$ cat config.mk
export PLATFORM = sky130hd
export DESIGN_NAME = imx_alu
export DESIGN_NICKNAME = d
export VERILOG_FILES = /design/src/rtl/imx_pkg.sv /design/src/rtl/imx_decode.sv /design/src/rtl/imx_datapath.sv /design/src/rtl/imx_wb_reg.sv /design/src/rtl/imx_alu.sv
export SDC_FILE = /design/constraint.sdc
export NUM_CORES = 1
export LEC_CHECK = 0
export BUFFER_PORTS_ARGS = -buffer_cell sky130_fd_sc_hd__buf_2
export CORE_MARGIN = 10
export CORE_UTILIZATION = 49
export DETAILED_ROUTE_END_ITERATION = 8
export GPL_TIMING_DRIVEN = 0
export PLACE_DENSITY = 0.77
export RECOVER_POWER = 25
export SYNTH_ARGS = -nofsm -noshare
export SYNTH_HDL_FRONTEND = slang
export SYNTH_SLANG_ARGS = --single-unit
$ cat constraint.sdc
create_clock -name clk -period 0.8 [get_ports clk]
set_input_delay 0.04 -clock clk [delete_from_list [all_inputs] [get_ports clk]]
set_output_delay 0.04 -clock clk [all_outputs]
set_load 0.01 [all_outputs]
$ cat src/rtl/imx_pkg.sv
package imx_pkg;

  localparam logic [7:0] OPC_ANDC_0 = 8'h0B;
  localparam logic [7:0] OPC_ANDC_1 = 8'h2B;
  localparam logic [7:0] OPC_ANDLSR = 8'h4B;
  localparam logic [7:0] OPC_ANDROR = 8'h6B;
  localparam logic [7:0] OPC_XFERM  = 8'h8B;
  localparam logic [7:0] OPC_ORCAND = 8'hAB;
  localparam logic [7:0] OPC_MSUBX  = 8'hCB;
  localparam logic [7:0] OPC_SBCDUP = 8'hEB;

  typedef enum logic [2:0] {
    OP_PASS   = 3'd0,
    OP_ANDC   = 3'd1,
    OP_ANDLSR = 3'd2,
    OP_ANDROR = 3'd3,
    OP_MSUBX  = 3'd4,
    OP_XFERM  = 3'd5,
    OP_ORCAND = 3'd6,
    OP_SBC    = 3'd7
  } imx_op_e;

  typedef struct packed {
    logic n;
    logic z;
    logic c;
    logic v;
  } imx_flags_t;

endpackage

$ cat src/rtl/imx_decode.sv
module imx_decode
  import imx_pkg::*;
(
  input  logic [7:0] opcode,
  output imx_op_e    op
);

  always_comb begin
    unique case (opcode)
      OPC_ANDC_0, OPC_ANDC_1: op = OP_ANDC;
      OPC_ANDLSR:             op = OP_ANDLSR;
      OPC_ANDROR:             op = OP_ANDROR;
      OPC_MSUBX:              op = OP_MSUBX;
      OPC_XFERM:              op = OP_XFERM;
      OPC_ORCAND:             op = OP_ORCAND;
      OPC_SBCDUP:             op = OP_SBC;
      default:                op = OP_PASS;
    endcase
  end

endmodule

$ cat src/rtl/imx_datapath.sv
module imx_datapath
  import imx_pkg::*;
#(
  parameter int          DATA_W   = 8,
  parameter logic [DATA_W-1:0] ORC_MASK = 'hEE
) (
  input  imx_op_e           op,
  input  logic [DATA_W-1:0] imm,
  input  logic [DATA_W-1:0] a_in,
  input  logic [DATA_W-1:0] x_in,
  input  imx_flags_t        flg_in,
  output logic [DATA_W-1:0] a_nxt,
  output logic [DATA_W-1:0] x_nxt,
  output imx_flags_t        flg_nxt
);

  localparam int MSB = DATA_W - 1;

  logic [DATA_W-1:0] and_ai;
  logic [DATA_W-1:0] and_ax;
  logic [DATA_W:0]   diff_mx;
  logic [DATA_W:0]   sum_sbc;
  logic [DATA_W-1:0] nz_src;

  always_comb begin
    and_ai  = a_in & imm;
    and_ax  = a_in & x_in;
    diff_mx = {1'b0, and_ax} + {1'b0, ~imm} + (DATA_W+1)'(1);
    sum_sbc = {1'b0, a_in} + {1'b0, ~imm} + {{DATA_W{1'b0}}, flg_in.c};
  end

  always_comb begin
    a_nxt   = a_in;
    x_nxt   = x_in;
    flg_nxt = flg_in;
    nz_src  = a_in;
    unique case (op)
      OP_ANDC: begin
        a_nxt     = and_ai;
        nz_src    = and_ai;
        flg_nxt.c = and_ai[MSB];
      end
      OP_ANDLSR: begin
        a_nxt     = {1'b0, and_ai[MSB:1]};
        nz_src    = a_nxt;
        flg_nxt.c = and_ai[0];
      end
      OP_ANDROR: begin
        a_nxt     = {flg_in.c, and_ai[MSB:1]};
        nz_src    = a_nxt;
        flg_nxt.c = and_ai[MSB];
        flg_nxt.v = and_ai[MSB] ^ and_ai[MSB-1];
      end
      OP_MSUBX: begin
        x_nxt     = diff_mx[MSB:0];
        nz_src    = x_nxt;
        flg_nxt.c = diff_mx[DATA_W];
      end
      OP_XFERM: begin
        a_nxt  = x_in & imm;
        nz_src = a_nxt;
      end
      OP_ORCAND: begin
        a_nxt  = (a_in | ORC_MASK) & imm;
        x_nxt  = a_nxt;
        nz_src = a_nxt;
      end
      OP_SBC: begin
        a_nxt     = sum_sbc[MSB:0];
        nz_src    = a_nxt;
        flg_nxt.c = sum_sbc[DATA_W];
        flg_nxt.v = (a_in[MSB] ^ imm[MSB]) & (a_in[MSB] ^ sum_sbc[MSB]);
      end
      default: begin
        nz_src = a_in;
      end
    endcase
    if (op != OP_PASS) begin
      flg_nxt.n = nz_src[MSB];
      flg_nxt.z = (nz_src == '0);
    end
  end

endmodule

$ cat src/rtl/imx_wb_reg.sv
module imx_wb_reg
  import imx_pkg::*;
#(
  parameter int DATA_W = 8
) (
  input  logic              clk,
  input  logic              rst_n,
  input  logic              load_en,
  input  logic [DATA_W-1:0] a_d,
  input  logic [DATA_W-1:0] x_d,
  input  imx_flags_t        flg_d,
  output logic [DATA_W-1:0] a_q,
  output logic [DATA_W-1:0] x_q,
  output imx_flags_t        flg_q
);

  logic [DATA_W-1:0] a_sel;
  logic [DATA_W-1:0] x_sel;
  imx_flags_t        flg_sel;

  always_comb begin
    if (load_en) begin
      a_sel   = a_d;
      x_sel   = x_d;
      flg_sel = flg_d;
    end else begin
      a_sel   = a_q;
      x_sel   = x_q;
      flg_sel = flg_q;
    end
  end

  always_ff @(posedge clk or negedge rst_n) begin
    if (!rst_n) begin
      a_q   <= '0;
      x_q   <= '0;
      flg_q <= '0;
    end else begin
      a_q   <= a_sel;
      x_q   <= x_sel;
      flg_q <= flg_sel;
    end
  end

endmodule

$ cat src/rtl/imx_alu.sv
module imx_alu
  import imx_pkg::*;
#(
  parameter int                DATA_W   = 8,
  parameter logic [DATA_W-1:0] ORC_MASK = 'hEE
) (
  input  logic              clk,
  input  logic              rst_n,
  input  logic              exec_en,
  input  logic [7:0]        opcode,
  input  logic [DATA_W-1:0] imm,
  input  logic [DATA_W-1:0] a_in,
  input  logic [DATA_W-1:0] x_in,
  input  logic              n_in,
  input  logic              z_in,
  input  logic              c_in,
  input  logic              v_in,
  output logic [DATA_W-1:0] a_out,
  output logic [DATA_W-1:0] x_out,
  output logic              n_out,
  output logic              z_out,
  output logic              c_out,
  output logic              v_out
);

  imx_op_e           op_dec;
  imx_flags_t        flg_cur;
  imx_flags_t        flg_calc;
  imx_flags_t        flg_reg;
  logic [DATA_W-1:0] a_calc;
  logic [DATA_W-1:0] x_calc;

  assign flg_cur = '{n: n_in, z: z_in, c: c_in, v: v_in};

  imx_decode u_dec (
    .opcode (opcode),
    .op     (op_dec)
  );

  imx_datapath #(
    .DATA_W   (DATA_W),
    .ORC_MASK (ORC_MASK)
  ) u_dp (
    .op      (op_dec),
    .imm     (imm),
    .a_in    (a_in),
    .x_in    (x_in),
    .flg_in  (flg_cur),
    .a_nxt   (a_calc),
    .x_nxt   (x_calc),
    .flg_nxt (flg_calc)
  );

  imx_wb_reg #(
    .DATA_W (DATA_W)
  ) u_wb (
    .clk     (clk),
    .rst_n   (rst_n),
    .load_en (exec_en),
    .a_d     (a_calc),
    .x_d     (x_calc),
    .flg_d   (flg_calc),
    .a_q     (a_out),
    .x_q     (x_out),
    .flg_q   (flg_reg)
  );

  assign n_out = flg_reg.n;
  assign z_out = flg_reg.z;
  assign c_out = flg_reg.c;
  assign v_out = flg_reg.v;

endmodule

==> impl_metrics.py <==
metrics = {
    "global_route": {
        "grt_use_total_pct": 20.88,
        "antenna_found_initial": 0,
        "use_met3_pct": 4.988,
        "overflow": 0,
        "grt_start_max_net_pins": 21,
        "busiest_layer": "met2",
        "first_global_vias": 2831,
        "gr-usage-met1_pct": 25.04,
        "grtUsageMet2_pct": 34.14,
        "grt_pass1_wl_mm": 14.21,
    },
    "synthesis": {
        "syn_area_per_cell_um2": 8.093,
        "synthArstFlopShare_pct": 100.0,
        "synth_compound_area_share_pct": 27.95,
        "syn_inst": 297,
        "synthSimpleGateAreaFrac_pct": 23.01,
        "synth.distinct_cells": 64,
        "synthAdderAreaFrac_pct": 14.47,
        "synth_fp_nets": 362,
        "synthFlopType": "dfrtp_1",
        "yosysWarnings": 0,
        "synthXorXnorAreaFrac_pct": 4.008,
        "ys_ff_latch": 20,
        "synth_top_family_by_area": "compound AO/OA/AOI/OAI gates",
        "synth_area_um2": 2404,
        "synth_mux_area_share_pct": 4.060,
        "synth_edf_count": 0,
        "ys_seq_area_share_pct": 20.82,
    },
    "clocking": {
        "cts_tree": "done",
        "cts.sinks": 20,
        "cts_buffers": 3,
        "cts.reportedPaths.clkPinSlew_ns": 0.07,
        "h-tree-depth": 1,
        "clock-root-buffer": "clkbuf_8",
        "cts_buffer_depth": 2,
        "clk_latency_ns": 0.26,
    },
    "worst_setup_path": {
        "worst_setup_path_end_kind": "register",
        "cp_max_fo": 3,
        "arrival_ns": 2.37,
        "worst_setup_path_start_kind": "input pin",
        "crit_type": "in -> reg",
        "crit_required_ns": 0.97,
    },
    "floorplan": {
        "ios": 59,
        "dieArea_um2": 8106,
        "start_util_pct": 50.89,
        "dieWidth_um": 90.04,
        "rows": 25,
        "fp.dieH_um": 90.04,
        "coreArea_um2": 4723,
    },
    "sta": {
        "setup_slack_ns": -1.398,
        "fin_crit_ns": 2.198,
        "timing.final.max_slew_violations": 0,
        "worstMarginPinSlew_ns": 0.6371,
        "max_freq_mhz": 455.0,
        "worst_hold_slack_ns": 0.05916,
        "finalHoldViolCount": 0,
        "finClkSkew_ns": 0,
        "fin_setup_tns_ns": -17.84,
        "setup_viol": 40,
        "period_share_pct": 274.7,
        "grt_setup_unrepaired": "yes",
        "slew_headroom_pct": 57.52,
    },
    "pwr": {
        "ir_drop_v": 0.0009593,
        "cellPowerDensity_nw_per_um2": 1017,
        "leakage_nw": 1.712,
    },
    "drt": {
        "vias": 2981,
        "drtIter0Drc": 311,
        "viasPerCell": 6.185,
        "ant_nets": 0,
        "wl_mm": 9.759,
        "drc": 0,
        "wl_per_cell_um": 20.25,
        "drt_pass1_iterations": 5,
    },
    "final_layout": {
        "num-fill-cells": 264,
        "synthToLayoutAreaGrowth_pct": 64.60,
        "layout_commonest_cell": "buf_4",
        "drive_gt1_share_pct": 51.08,
        "fin_nets": 481,
        "layout_common_cells": "buf_4 (46), buf_2 (40), nor2_1 (29)",
        "antennaDiodeCount": 0,
    },
    "status": {
        "violations": "negative setup slack",
        "status": "complete, but fails checks",
    },
    "worst_hold_path": {
        "holdCritPathClass": "in -> reg",
    },
    "place": {
        "port_buffers": 56,
        "dpl.hpwl_mm": 6.398,
        "gp_congestion": 0.9562,
    },
    "flow_run": {
        "maxCapViolations": 0,
    },
}
flip-flops by register name, summed over array words and instances (netlist names):
signal	count
u_wb.a_q	8
u_wb.flg_q	4
u_wb.x_q	8
routing by layer:
metal	share of wire, %	routed length, µm
met5	0	0
met4	6.4	629
met3	8.0	784
met2	46	4533
met1	39	3811
report_power, final:
| group | internal, mW | switching (mW) | total, mW |
|---|---|---|---|
| clock | 0.438 | 0.334 | 0.772 |
| combinational | 1.01 | 1.08 | 2.09 |
| sequential | 1.11 | 0.0548 | 1.16 |
| total | 2.56 | 1.46 | 4.02 |
cells by family (layout without fill, tap and decap cells):
family / Yosys count / in the layout
AOI/OAI and AO/OA: 102 / 102
xor gates and xnor gates: 11 / 11
adders and majority gates: 26 / 26
buffers and inverters: 28 / 145
DFF: 20 / 20
muxes: 9 / 9
and+or+nand+nor: 101 / 102
synthesized netlist by cell type (2+ instances only):
cell / count / share of area (%)
nand2b_1: 7 / 1.8
nor4_1: 7 / 1.8
nand3_1: 2 / 0.42
and2_1: 8 / 2.1
a31oi_1: 7 / 1.8
a211o_1: 2 / 0.73
o21bai_1: 2 / 0.62
a211oi_2: 2 / 1.0
nor2b_1: 3 / 0.78
mux2_2: 2 / 0.94
o22ai_1: 4 / 1.0
o21ai_0: 19 / 4.0
a221oi_1: 4 / 1.5
clkbuf_1: 7 / 1.1
fa_1: 3 / 2.5
buf_4: 2 / 0.62
mux2i_1: 6 / 2.5
buf_6: 2 / 0.94
nor2_1: 33 / 5.2
and3_1: 2 / 0.52
a222oi_1: 2 / 0.83
o21a_1: 2 / 0.62
nand2_1: 15 / 2.3
buf_2: 2 / 0.42
a21o_1: 2 / 0.62
xor2_1: 3 / 1.1
a41oi_1: 2 / 0.73
a211oi_1: 7 / 2.2
dfrtp_1: 20 / 21
a21oi_1: 32 / 6.7
ha_1: 23 / 12
nor3_1: 10 / 2.1
or2_0: 2 / 0.52
xnor2_1: 8 / 2.9
o211ai_1: 3 / 0.94
inv_1: 12 / 1.9
final timing paths:
path,from,end,slack (ns),depth (start not counted)
min,a_in[3],u_wb.a_q[3],0.06,3
max,c_in,u_wb.flg_q[2],-1.40,9
max in group asynchronous,rst_n,u_wb.a_q[3],0.19,2
min in group asynchronous,rst_n,u_wb.x_q[3],0.27,2
max reg2reg,u_wb.a_q[0],u_wb.a_q[0],-0.05,3
min reg2reg,u_wb.flg_q[3],u_wb.flg_q[3],0.51,1
layout make-up:
cell class / instances / area, µm² / share of cell area, %
Sequential cell: 20 / 500.5 / 12.65
Timing Repair Buffer: 114 / 878.3 / 22.20
Multi-Input combinational cell: 250 / 2277 / 57.56
Tap cell: 67 / 83.83 / 2.119
Buffer: 13 / 97.59 / 2.467
Inverter: 14 / 63.81 / 1.613
Clock buffer: 4 / 55.05 / 1.392
worst max-delay path, stage by stage:
cell      delay, ns
buf_2          0.14
fa_2           0.36
fa_2           0.40
a21o_1         0.23
a2111o_1       0.44
xor2_1         0.19
a21oi_2        0.17
a41oi_2        0.17
a211oi_2       0.23
per-stage QoR:
step	instances	util (%)	instance area, µm²	worst slack (ns)	power [mW]
floorplan	297	-	2582	-1.325	2.158
global placement	420	62.38	2947	-1.777	2.633
detailed placement	420	62.38	2947	-1.798	2.654
CTS	455	74.65	3526	-1.378	3.729
global route	482	83.76	3956	-1.469	4.253
finish	482	83.76	3956	-1.398	4.022
timing repair:
item                       4_1_cts  5_1_grt
hold buffers                     1        0
setup buffers                   29       29
setup endpoints to repair       40       40
pin swaps                       43       32
hold endpoints to repair        20        0
resized for setup               74       44
cloned                           1        0
Note: power is estimated with default switching activity, not from simulation.
